**config.mk**
```make
export PLATFORM = sky130hd
export DESIGN_NAME = csel_inc_adder
export DESIGN_NICKNAME = d
export VERILOG_FILES = /design/src/rtl/csel_pkg.sv /design/src/rtl/csel_ripple.sv /design/src/rtl/csel_incr.sv /design/src/rtl/csel_group.sv /design/src/rtl/csel_inc_adder.sv
export SDC_FILE = /design/constraint.sdc
export NUM_CORES = 1
export LEC_CHECK = 0
export BUFFER_PORTS_ARGS = -buffer_cell sky130_fd_sc_hd__buf_2
export CAP_MARGIN = 10
export CORE_MARGIN = 3
export CORE_UTILIZATION = 45
export DETAILED_ROUTE_END_ITERATION = 16
export PLACE_DENSITY = 0.82
export RECOVER_POWER = 100
export SYNTH_ARGS = -nofsm -noshare
export SYNTH_HDL_FRONTEND = slang
export SYNTH_SLANG_ARGS = --single-unit
```
**constraint.sdc**
```tcl
create_clock -name vclk -period 6.4
set_clock_uncertainty 0.15 [all_clocks]
set_input_delay 0.64 -clock vclk [all_inputs]
set_output_delay 0.64 -clock vclk [all_outputs]
set_load 0.1 [all_outputs]
```
**src/rtl/csel_pkg.sv**
```systemverilog
package csel_pkg;

  // Natural width of slice i: slices 0 and 1 take the base width, then grow by one.
  function automatic int nat_w(input int i, input int base);
    return (i == 0) ? base : base + i - 1;
  endfunction

  // Lowest bit index of slice i.
  function automatic int grp_lo(input int i, input int base);
    int lo;
    lo = 0;
    for (int j = 0; j < i; j++) lo += nat_w(j, base);
    return lo;
  endfunction

  // Number of slices needed to cover width bits.
  function automatic int num_grps(input int width, input int base);
    int lo;
    int n;
    lo = 0;
    n  = 0;
    while (lo < width) begin
      lo += nat_w(n, base);
      n++;
    end
    return n;
  endfunction

  // Actual width of slice i; the top slice is clipped to the total width.
  function automatic int grp_w(input int i, input int width, input int base);
    int lo;
    int w;
    lo = grp_lo(i, base);
    w  = nat_w(i, base);
    return (lo + w > width) ? (width - lo) : w;
  endfunction

endpackage

```
**src/rtl/csel_ripple.sv**
```systemverilog
module csel_ripple #(
  parameter int W = 4
) (
  input  logic [W-1:0] a,
  input  logic [W-1:0] b,
  input  logic         ci,
  output logic [W-1:0] s,
  output logic         co
);

  logic [W:0] c;

  assign c[0] = ci;

  for (genvar k = 0; k < W; k++) begin : g_fa
    assign s[k]   = a[k] ^ b[k] ^ c[k];
    assign c[k+1] = (a[k] & b[k]) | (c[k] & (a[k] ^ b[k]));
  end

  assign co = c[W];

  always_comb begin
    AST_RIPPLE_SUM: assert ({co, s} == ((W+1)'(a) + (W+1)'(b) + (W+1)'(ci)))
      else $error("ripple slice result mismatch");
  end

endmodule

```
**src/rtl/csel_incr.sv**
```systemverilog
module csel_incr #(
  parameter int W = 5
) (
  input  logic [W-1:0] x,
  output logic [W-1:0] y
);

  logic [W-1:0] all_low;

  assign all_low[0] = 1'b1;
  assign y[0]       = ~x[0];

  for (genvar k = 1; k < W; k++) begin : g_bit
    assign all_low[k] = all_low[k-1] & x[k-1];
    assign y[k]       = x[k] ^ all_low[k];
  end

  always_comb begin
    AST_INCR_PLUS_ONE: assert (y == x + W'(1))
      else $error("increment converter mismatch");
  end

endmodule

```
**src/rtl/csel_group.sv**
```systemverilog
module csel_group #(
  parameter int W = 3
) (
  input  logic [W-1:0] a,
  input  logic [W-1:0] b,
  input  logic         sel,
  output logic [W-1:0] s,
  output logic         co
);

  localparam int XW = W + 1;

  logic [W-1:0]  s_zero;
  logic          c_zero;
  logic [XW-1:0] v_zero;
  logic [XW-1:0] v_one;

  csel_ripple #(.W(W)) u_rca (
    .a  (a),
    .b  (b),
    .ci (1'b0),
    .s  (s_zero),
    .co (c_zero)
  );

  assign v_zero = {c_zero, s_zero};

  csel_incr #(.W(XW)) u_inc (
    .x (v_zero),
    .y (v_one)
  );

  assign {co, s} = sel ? v_one : v_zero;

  always_comb begin
    AST_NO_WRAP: assert (v_zero != {XW{1'b1}})
      else $error("carry-in-zero slice value is all ones");
    if (sel) begin
      AST_SEL_ONE: assert ({co, s} == (XW'(a) + XW'(b) + XW'(1)))
        else $error("slice result wrong with carry one");
    end else begin
      AST_SEL_ZERO: assert ({co, s} == (XW'(a) + XW'(b)))
        else $error("slice result wrong with carry zero");
    end
  end

endmodule

```
**src/rtl/csel_inc_adder.sv**
```systemverilog
module csel_inc_adder #(
  parameter int WIDTH = 16,
  parameter int BASE  = 2
) (
  input  logic [WIDTH-1:0] op_a,
  input  logic [WIDTH-1:0] op_b,
  input  logic             carry_in,
  output logic [WIDTH-1:0] sum_o,
  output logic             carry_o
);

  localparam int NG = csel_pkg::num_grps(WIDTH, BASE);

  logic [NG:0] gc;

  assign gc[0] = carry_in;

  for (genvar g = 0; g < NG; g++) begin : g_slice
    localparam int LO = csel_pkg::grp_lo(g, BASE);
    localparam int GW = csel_pkg::grp_w(g, WIDTH, BASE);
    if (g == 0) begin : g_base
      csel_ripple #(.W(GW)) u_rca (
        .a  (op_a[LO +: GW]),
        .b  (op_b[LO +: GW]),
        .ci (gc[0]),
        .s  (sum_o[LO +: GW]),
        .co (gc[1])
      );
    end else begin : g_sel
      csel_group #(.W(GW)) u_grp (
        .a   (op_a[LO +: GW]),
        .b   (op_b[LO +: GW]),
        .sel (gc[g]),
        .s   (sum_o[LO +: GW]),
        .co  (gc[g+1])
      );
    end
  end

  assign carry_o = gc[NG];

  always_comb begin
    AST_TOTAL_SUM: assert ({carry_o, sum_o} ==
                           ((WIDTH+1)'(op_a) + (WIDTH+1)'(op_b) + (WIDTH+1)'(carry_in)))
      else $error("adder result mismatch");
  end

endmodule

```
==> results of run 1 <==
[metrics by stage]
stage	util (%)	cell area, sq um	setup slack, ns
floorplan	-	857	0.262
global placement	64.5	1140	1.77
detailed placement	64.5	1140	1.67
CTS	64.5	1140	1.66
global route	63.0	1110	1.10
finish	63.0	1110	1.27
[worst min-delay path: cells and delay by family]
family | cells | cell delay [ns]
adder cells (fa/ha/maj) | 1 | 0.15
buffers and inverters | 2 | 0.57
XOR/XNOR | 1 | 0.06
[Yosys cell counts]
cell type  count
nand2_1        6
o311a_1        1
fa_1          12
xor2_1         2
nor4b_1        1
nor2b_2        1
nand4bb_2      1
and3b_1        1
nand2b_1       1
mux2_2         7
mux2i_4        1
o21ai_0        4
inv_1         31
xor2_2         1
a221oi_1       1
a21boi_0       1
or4b_1         1
ha_1          14
o21ai_4        1
xnor2_1        4
nor2_1         3
[area by class of cell]
| class | instances | area [sq um] | share of cell area [%] |
|---|---|---|---|
| inverter | 31 | 116 | 10.5 |
| multi-input combinational | 64 | 733 | 66.0 |
| tap | 25 | 31.3 | 2.82 |
| timing repair buffer | 50 | 230 | 20.7 |
[worst max path at each step]
stage                   from       to  cells past startpoint
floorplan           op_a[11]  carry_o                     13
global route        op_a[11]  carry_o                     15
finish              op_a[11]  carry_o                     15
CTS                 op_a[11]  carry_o                     15
detailed placement  op_a[11]  carry_o                     15
global placement    op_a[11]  carry_o                     15
[logic make-up (layout without fill, tap and decap cells)]
kind of cell,after synthesis,count (layout),share of synthesized area (%)
simple gates,15,15,10.8
buf+inv,31,81,13.6
compound gates,8,8,7.30
fa+ha+maj,26,26,48.5
mux,8,8,11.8
xor+xnor,7,7,8.03
[report_power, final]
group	switching, mW	internal (mW)
sequential	0	0
clock	0	0
combinational	0.260	0.0587
total	0.260	0.0587
[layer usage]
layer	up-vias	routed length [um]	GRT usage [%]
met5	-	0	0
met4	0	0	0
met3	0	127	1.21
met2	31	1020	32.6
met1	369	590	16.2
li1	397	-	-
[layout by cell type, fill, tap and decap left out]
cell,n
a21boi_0,1
a221oi_1,1
and3b_1,1
buf_2,34
clkbuf_1,16
fa_1,12
ha_1,14
inv_1,31
mux2_2,7
mux2i_4,1
nand2_1,6
nand2b_1,1
nand4bb_2,1
nor2_1,3
nor2b_2,1
nor4b_1,1
o21ai_0,4
o21ai_4,1
o311a_1,1
or4b_1,1
xnor2_1,4
xor2_1,3
==> flow_summary_export.csv, run 1 <==
group,metric,value,unit
hold_path,hold_class,"in2out",
detailed_routing,vias_per_cell,4.69,
timing,rsz0062_at_grt,"no",
placed_design,dp.cells,170,
detailed_routing,postRouteAntennaNets,0,
final_layout,fill_cells,188,
final_layout,clockBufferCount,0,
final_layout,areaGrowthSynthToFinish,29.6,%
worst_setup_path,worst-path-buf-inv,6,
clocking,cts_resized,0,
floorplan,ios,50,
synth,synth_nets,154,
timing,slew_headroom,22.0,%
final_layout,drive_gt1_share,31.0,%
worst_setup_path,crit_chain,"buf_2 -> ha_1 -> inv_1 -> fa_1 -> fa_1 -> inv_1 -> fa_1 -> inv_1 -> fa_1 -> inv_1 -> ha_1 -> or4b_1 -> o311a_1 -> a221oi_1 -> clkbuf_1",
timing,hold_viol,0,
final_layout,seq_cells,0,
power_and_ir_drop,p_leak,0.614,nW
final_layout,regArea,0,sq um
floorplan,die-height,49.6,um
detailed_routing,drtIter0Drc,4,
worst_setup_path,start_kind,"input pin",
final_layout,nets,206,
global_route,grt.total_usage,15.1,%
timing,fin_crit_sh,80.2,%
floorplan,fp-row-count,15,
global_route,grt_pass1_wl,3160,um
synth,seq_area_frac_synth,0,%
hold_path,holdPathStages,4,
hold_path,hold_end,"sum_o[2]",
worst_setup_path,crit_type,"in2out",
floorplan,core_area,1760,sq um
detailed_routing,totalWireLength,1740,um
clocking,hold_buffers,0,
power_and_ir_drop,ir_drop,0.188,mV
placed_design,port_buffers,50,
worst_setup_path,slowest_stage,"clkbuf_1",
placed_design,dp_hpwl,1710,um
worst_setup_path,endpoint_kind,"output pin",
clocking,post_cts_buffers,0,
synth,ys_top_cells_by_area,"fa_1, ha_1, inv_1",
power_and_ir_drop,power,0.319,mW
synth,syn_inst,95,
floorplan,die_width,49.6,um
run,maxCapViolCount,0,
outcome,status,"complete, no violations",
global_route,grt_max_degree,8,
worst_setup_path,cp_max_fo,5,
hold_path,hold_start,"op_b[2]",
final_layout,final_cells,170,
worst_setup_path,path_delay_family,"adder cells",
detailed_routing,vias,797,
floorplan,start_util,48.6,%
worst_setup_path,critPathMaxStageDelay,0.88,ns
detailed_routing,first_pass_iters,4,
timing,worstMarginPinSlew,1.18,ns
synth,yosysWarnings,0,
synth,synth_cell_type_count,21,
synth,synth.avg_cell_area,9.02,sq um
detailed_routing,drc_errors,0,
worst_setup_path,crit_arrival,4.34,ns
timing,slew_violations,0,
timing,final.min_clock_period,5.13,ns
synth,synthesis.area,857,sq um
timing,finalSetupTns,0,ns
floorplan,dieArea,2460,sq um
final_layout,diodes,0,
synth,yosys.area.top_type,"fa_1",
global_route,antenna_found_initial,0,
timing,setup_viol,0,
global_route,grt_remaining_overflow,0,
placed_design,finalWeightedCongestion,0.720,
timing,timing.hold.ws,1.92,ns
power_and_ir_drop,power_density,287,nW/um^2
detailed_routing,wire_per_inst,10.2,um
worst_setup_path,required,5.61,ns
timing,max_freq,195,MHz
synth,post-synth-top-area-fraction,28.0,%
global_route,grt_pass1_vias,832,
Note: power is estimated with default switching activity, not from simulation.
==> run 2, diff against run 1 <==
--- a/config.mk
+++ b/config.mk
@@ -5,12 +5,13 @@
 export SDC_FILE = /design/constraint.sdc
 export NUM_CORES = 1
 export LEC_CHECK = 0
+export ABC_AREA = 1
 export BUFFER_PORTS_ARGS = -buffer_cell sky130_fd_sc_hd__buf_2
 export CAP_MARGIN = 10
 export CORE_MARGIN = 3
 export CORE_UTILIZATION = 45
 export DETAILED_ROUTE_END_ITERATION = 16
-export PLACE_DENSITY = 0.82
+export PLACE_DENSITY = 0.81
 export RECOVER_POWER = 100
 export SYNTH_ARGS = -nofsm -noshare
 export SYNTH_HDL_FRONTEND = slang
==> constraint.sdc (replaced) <==
create_clock -name vclk -period 5.3
set_clock_uncertainty 0.15 [all_clocks]
set_input_delay 0.53 -clock vclk [all_inputs]
set_output_delay 0.53 -clock vclk [all_outputs]
set_load 0.1 [all_outputs]
==> run 2 against run 1 <==
Global-route usage is 1.5 points higher. Synthesized cell count is 17% higher. Clock-buffer cell count stayed put. Die area is 4.0% higher. Cell count is 9.4% higher. First-iteration DRC count is 75% higher. Synthesized area is 4.5% higher. Via count is 3.9% higher. Setup slack worse by 0.49 ns. Utilization is 1.2 points higher. Design area is 4.1% higher. Critical path type unchanged.
==> flow_summary_export.csv, run 2 <==
group,metric,value,unit
outcome,status,"complete, no violations",
global_route,grt_max_degree,10,
synth,post-synth-top-area-fraction,26.8,%
detailed_routing,totalWireLength,1890,um
power_and_ir_drop,p_comb_share,100.0,%
timing,final.min_clock_period,4.52,ns
final_layout,drive_gt1_share,29.2,%
final_layout,final_common_cell,"inv_1",
placed_design,port_buffers,50,
timing,max_freq,221,MHz
floorplan,fp-row-count,15,
global_route,grt_remaining_overflow,0,
placed_design,dp_hpwl,1790,um
clocking,post_cts_buffers,0,
floorplan,die_width,50.6,um
detailed_routing,drtIter0Drc,7,
hold_path,hold_class,"in2out",
clocking,hold_buffers,0,
timing,setup_viol,0,
power_and_ir_drop,p_leak,0.697,nW
final_layout,regArea,0,sq um
placed_design,finalWeightedCongestion,0.754,
power_and_ir_drop,ir_drop,0.273,mV
final_layout,final_cells,186,
synth,syn_inst,111,
power_and_ir_drop,sequentialPowerShare,0,%
detailed_routing,vias,828,
detailed_routing,first_pass_iters,2,
worst_setup_path,required,4.62,ns
synth,synth.avg_cell_area,8.07,sq um
floorplan,start_util,49.7,%
power_and_ir_drop,internal_power,0.0791,mW
synth,yosys.area.top_type,"fa_1",
final_layout,diodes,0,
final_layout,areaGrowthSynthToFinish,29.1,%
final_layout,multi_input_area,753,sq um
global_route,grt.total_usage,16.6,%
synth,ys_top_cells_by_area,"fa_1, ha_1, inv_1",
worst_setup_path,crit_type,"in2out",
final_layout,fill_cells,190,
synth,synth_xor_area_share,6.70,%
timing,finalSetupTns,0,ns
worst_setup_path,cp_max_fo,6,
detailed_routing,vias_per_cell,4.45,
timing,fin_crit_sh,85.2,%
worst_setup_path,crit_arrival,3.84,ns
synth,yosys.area_share.simple,27.5,%
power_and_ir_drop,pwr-share-clk,0,%
timing,hold_viol,0,
synth,synth-compound-area-share,2.23,%
timing,slew_headroom,22.1,%
synth,yosysWarnings,0,
clocking,cts_resized,0,
detailed_routing,drc_errors,0,
synth,muxShareOfSynthArea,1.26,%
final_layout,seq_cells,0,
timing,rsz0062_at_grt,"no",
detailed_routing,postRouteAntennaNets,0,
power_and_ir_drop,switchingPower,0.374,mW
synth,synth_cell_type_count,18,
synth,synth_top_family_by_area,"adder cells",
detailed_routing,wire_per_inst,10.2,um
global_route,grt_pass1_wl,3460,um
synth,synthTopCellsByCount,"inv_1, ha_1, fa_1, nand3_1, nand2_1",
floorplan,dieArea,2560,sq um
worst_setup_path,endpoint_kind,"output pin",
final_layout,final_cell_mix,"inv_1, buf_2, clkbuf_1",
power_and_ir_drop,power_density,392,nW/um^2
synth,synth_most_common_cell,"inv_1",
timing,slew_violations,0,
placed_design,placed_area,1180,sq um
worst_setup_path,start_kind,"input pin",
floorplan,core_area,1800,sq um
timing,worstMarginPinSlew,1.17,ns
synth,synthesis.area,896,sq um
final_layout,final_cell_area,1160,sq um
placed_design,dp.cells,186,
global_route,antenna_found_initial,0,
final_layout,clockBufferCount,0,
synth,seq_area_frac_synth,0,%
floorplan,die-height,50.6,um
run,maxCapViolCount,0,
final_layout,nets,222,
synth,synthAdderAreaFrac,46.4,%
power_and_ir_drop,swShare,82.6,%
synth,synth_nets,170,
floorplan,ios,50,
global_route,grt_pass1_vias,893,
==> run 2: cell types whose count changed after synthesis, moves of 3 or more <==
cell,delta
inv_1,+6
mux2_2,-6
nand3_1,+12
o21ai_0,-3
a21oi_1,+3
nand2_4,+5
nand2_1,+4
==> run 2: final timing paths <==
kind | from | endpoint | slack [ns] | cells past startpoint
max | op_a[7] | sum_o[12] | 0.78 | 14
min | op_b[2] | sum_o[2] | 1.70 | 4
==> run 2: cell type report <==
cell class	instances	share of cell area, %
repair buffers	50	19.8
well taps	25	2.71
inverters	38	12.3
multi-input cells	73	65.2
==> run 2: metrics by stage <==
step	setup WS, ns	power [mW]	utilization (%)	hold slack (ns)
final	0.783	0.453	64.2	1.70
after global routing	0.632	0.481	64.2	1.73
after CTS	1.22	0.466	65.3	1.49
after detailed placement	1.22	0.465	65.3	1.49
after global placement	1.34	0.457	65.3	1.47
after floorplan	0.880	0.398	-	1.47
==> run 2: cell families (layout without fill, tap and decap cells) <==
logic type	after synthesis	count (layout)
XOR/XNOR	6	6
adder cells (fa/ha/maj)	26	26
AO/OA/AOI/OAI	4	4
multiplexers	1	1
buffers and inverters	38	88
AND/OR/NAND/NOR	36	36
==> run 2: layer usage <==
layer	track usage [%]	part of all wire, %
met5	0	0
met4	0.897	0
met3	0.890	5.2
met2	36.5	58
met1	17.3	37
==> run 2: power groups by stage <==
stage / Sequential, mW / Combinational, mW / Clock [mW]
2_1_floorplan: 0 / 0.398 / 0
3_3_place_gp: 0 / 0.457 / 0
3_5_place_dp: 0 / 0.465 / 0
4_1_cts: 0 / 0.466 / 0
5_1_grt: 0 / 0.481 / 0
6_report: 0 / 0.453 / 0
==> run 2: critical path: stages <==
cell      delay [ns]
buf_2           0.08
ha_1            0.13
inv_1           0.04
fa_1            0.39
fa_1            0.39
fa_1            0.51
inv_1           0.05
ha_1            0.21
xor2_2          0.23
inv_1           0.08
nand3_2         0.13
nand3_1         0.12
nand2_1         0.09
clkbuf_1        0.87
==> run 3, diff against run 2 <==
--- a/config.mk
+++ b/config.mk
@@ -5,13 +5,12 @@
 export SDC_FILE = /design/constraint.sdc
 export NUM_CORES = 1
 export LEC_CHECK = 0
-export ABC_AREA = 1
 export BUFFER_PORTS_ARGS = -buffer_cell sky130_fd_sc_hd__buf_2
 export CAP_MARGIN = 10
 export CORE_MARGIN = 3
 export CORE_UTILIZATION = 45
 export DETAILED_ROUTE_END_ITERATION = 16
-export PLACE_DENSITY = 0.81
+export PLACE_DENSITY = 0.82
 export RECOVER_POWER = 100
 export SYNTH_ARGS = -nofsm -noshare
 export SYNTH_HDL_FRONTEND = slang
==> run 3 against run 2 <==
Global-route usage fell by 2.1 points. Highest routed layer is now met4. Worst hold slack got worse by 0.0039 ns. Setup slack worse by 0.17 ns. Non-clock buffer count stayed put. Largest power group unchanged. Combinational power decreased by 15%. Clock-buffer cell count is the same. Power down 15%. Flip-flop and latch count did not move. Cell count shrank 8.6%. Maximum frequency fell by 3.6%. First-iteration DRC count shrank 86%. Sequential share of layout area did not move.
==> flow_summary_export.csv, run 3 (synthesized netlist as in run 1, its figures left out) <==
group,metric,value,unit
final_layout,final_cell_mix,"buf_2, inv_1, clkbuf_1",
worst_setup_path,start_kind,"input pin",
global_route,antenna_found_initial,0,
final_layout,drive_gt1_share,33.1,%
outcome,status,"complete, no violations",
floorplan,dieArea,2460,sq um
global_route,grt_remaining_overflow,0,
timing,max_freq,213,MHz
detailed_routing,wire_per_inst,9.80,um
final_layout,regArea,0,sq um
global_route,grtUsageMet2,31.1,%
timing,rsz0062_at_grt,"no",
global_route,use_met3,0.604,%
global_route,busiest_layer,"met2",
placed_design,dp_hpwl,1650,um
final_layout,areaGrowthSynthToFinish,31.4,%
clocking,hold_buffers,0,
detailed_routing,totalWireLength,1670,um
hold_path,hold_class,"in2out",
detailed_routing,first_pass_iters,4,
global_route,grt.total_usage,14.6,%
timing,hold_viol,0,
final_layout,final_common_cell,"buf_2",
final_layout,final_cell_area,1130,sq um
global_route,grt_pass1_vias,807,
final_layout,fill_cells,184,
floorplan,core_area,1760,sq um
global_route,met1_usage,15.9,%
final_layout,seq_cells,0,
detailed_routing,vias,795,
timing,final.min_clock_period,4.68,ns
global_route,grt_max_degree,8,
timing,timing.hold.ws,1.70,ns
hold_path,hold_end,"sum_o[2]",
power_and_ir_drop,ir_drop,0.215,mV
floorplan,die_width,49.6,um
detailed_routing,drtIter0Drc,1,
hold_path,hold_start,"op_b[2]",
detailed_routing,vias_per_cell,4.68,
clocking,cts_resized,0,
run,maxCapViolCount,0,
timing,fin_crit_sh,88.4,%
timing,finalSetupTns,0,ns
final_layout,clockBufferCount,0,
global_route,grt_pass1_wl,3050,um
hold_path,holdPathStages,4,
worst_setup_path,crit_arrival,4.00,ns
power_and_ir_drop,p_leak,0.617,nW
worst_setup_path,cp_max_fo,5,
placed_design,placed_area,1140,sq um
timing,slew_violations,0,
detailed_routing,drc_errors,0,
timing,worstMarginPinSlew,1.18,ns
timing,slew_headroom,22.0,%
floorplan,die-height,49.6,um
final_layout,nets,206,
placed_design,finalWeightedCongestion,0.720,
floorplan,ios,50,
floorplan,fp-row-count,15,
timing,setup_viol,0,
floorplan,start_util,48.6,%
power_and_ir_drop,power,0.385,mW
final_layout,diodes,0,
detailed_routing,postRouteAntennaNets,0,
worst_setup_path,required,4.62,ns
power_and_ir_drop,power_density,342,nW/um^2
clocking,post_cts_buffers,0,
placed_design,port_buffers,50,
worst_setup_path,crit_type,"in2out",
worst_setup_path,endpoint_kind,"output pin",
-- run 3: area by class of cell --
type                       count  area [sq um]  share of cell area (%)
tap                           25          31.3                    2.78
inverter                      31           116                    10.3
multi-input combinational     64           747                    66.3
timing repair buffer          50           231                    20.6
-- run 3: worst max-delay path by stage --
stage                           end  cells past startpoint     start
after CTS                   carry_o                     15  op_a[11]
after global placement      carry_o                     15  op_a[11]
final                     sum_o[13]                     13   op_a[7]
after global routing      sum_o[13]                     13   op_a[7]
after detailed placement    carry_o                     15  op_a[11]
after floorplan             carry_o                     13  op_a[11]
-- run 3: critical path: stages --
cell      delay, ns
buf_2          0.08
ha_1           0.13
inv_1          0.05
fa_1           0.38
fa_1           0.39
fa_1           0.46
inv_1          0.08
ha_1           0.18
nand2_1        0.12
mux2i_4        0.23
xor2_2         0.30
mux2_2         0.22
clkbuf_1       0.85
-- run 3: through the flow --
step,setup slack (ns),cells,util (%)
floorplan,0.321,95,-
global placement,0.915,170,64.9
detailed placement,0.830,170,64.9
CTS,0.822,170,64.9
global route,0.439,170,63.8
finish,0.616,170,63.8
-- run 3: routing by layer --
metal | vias to the layer above | part of all wire [%] | routed length, um
met3 | 2 | 4.1 | 69
met5 | - | 0 | 0
met1 | 373 | 35 | 580
met2 | 26 | 61 | 1010
met4 | 0 | 0.42 | 7
li1 | 394 | - | -
-- run 3: power breakdown --
group,internal (mW),switching (mW)
Combinational,0.0711,0.314
Sequential,0,0
Clock,0,0
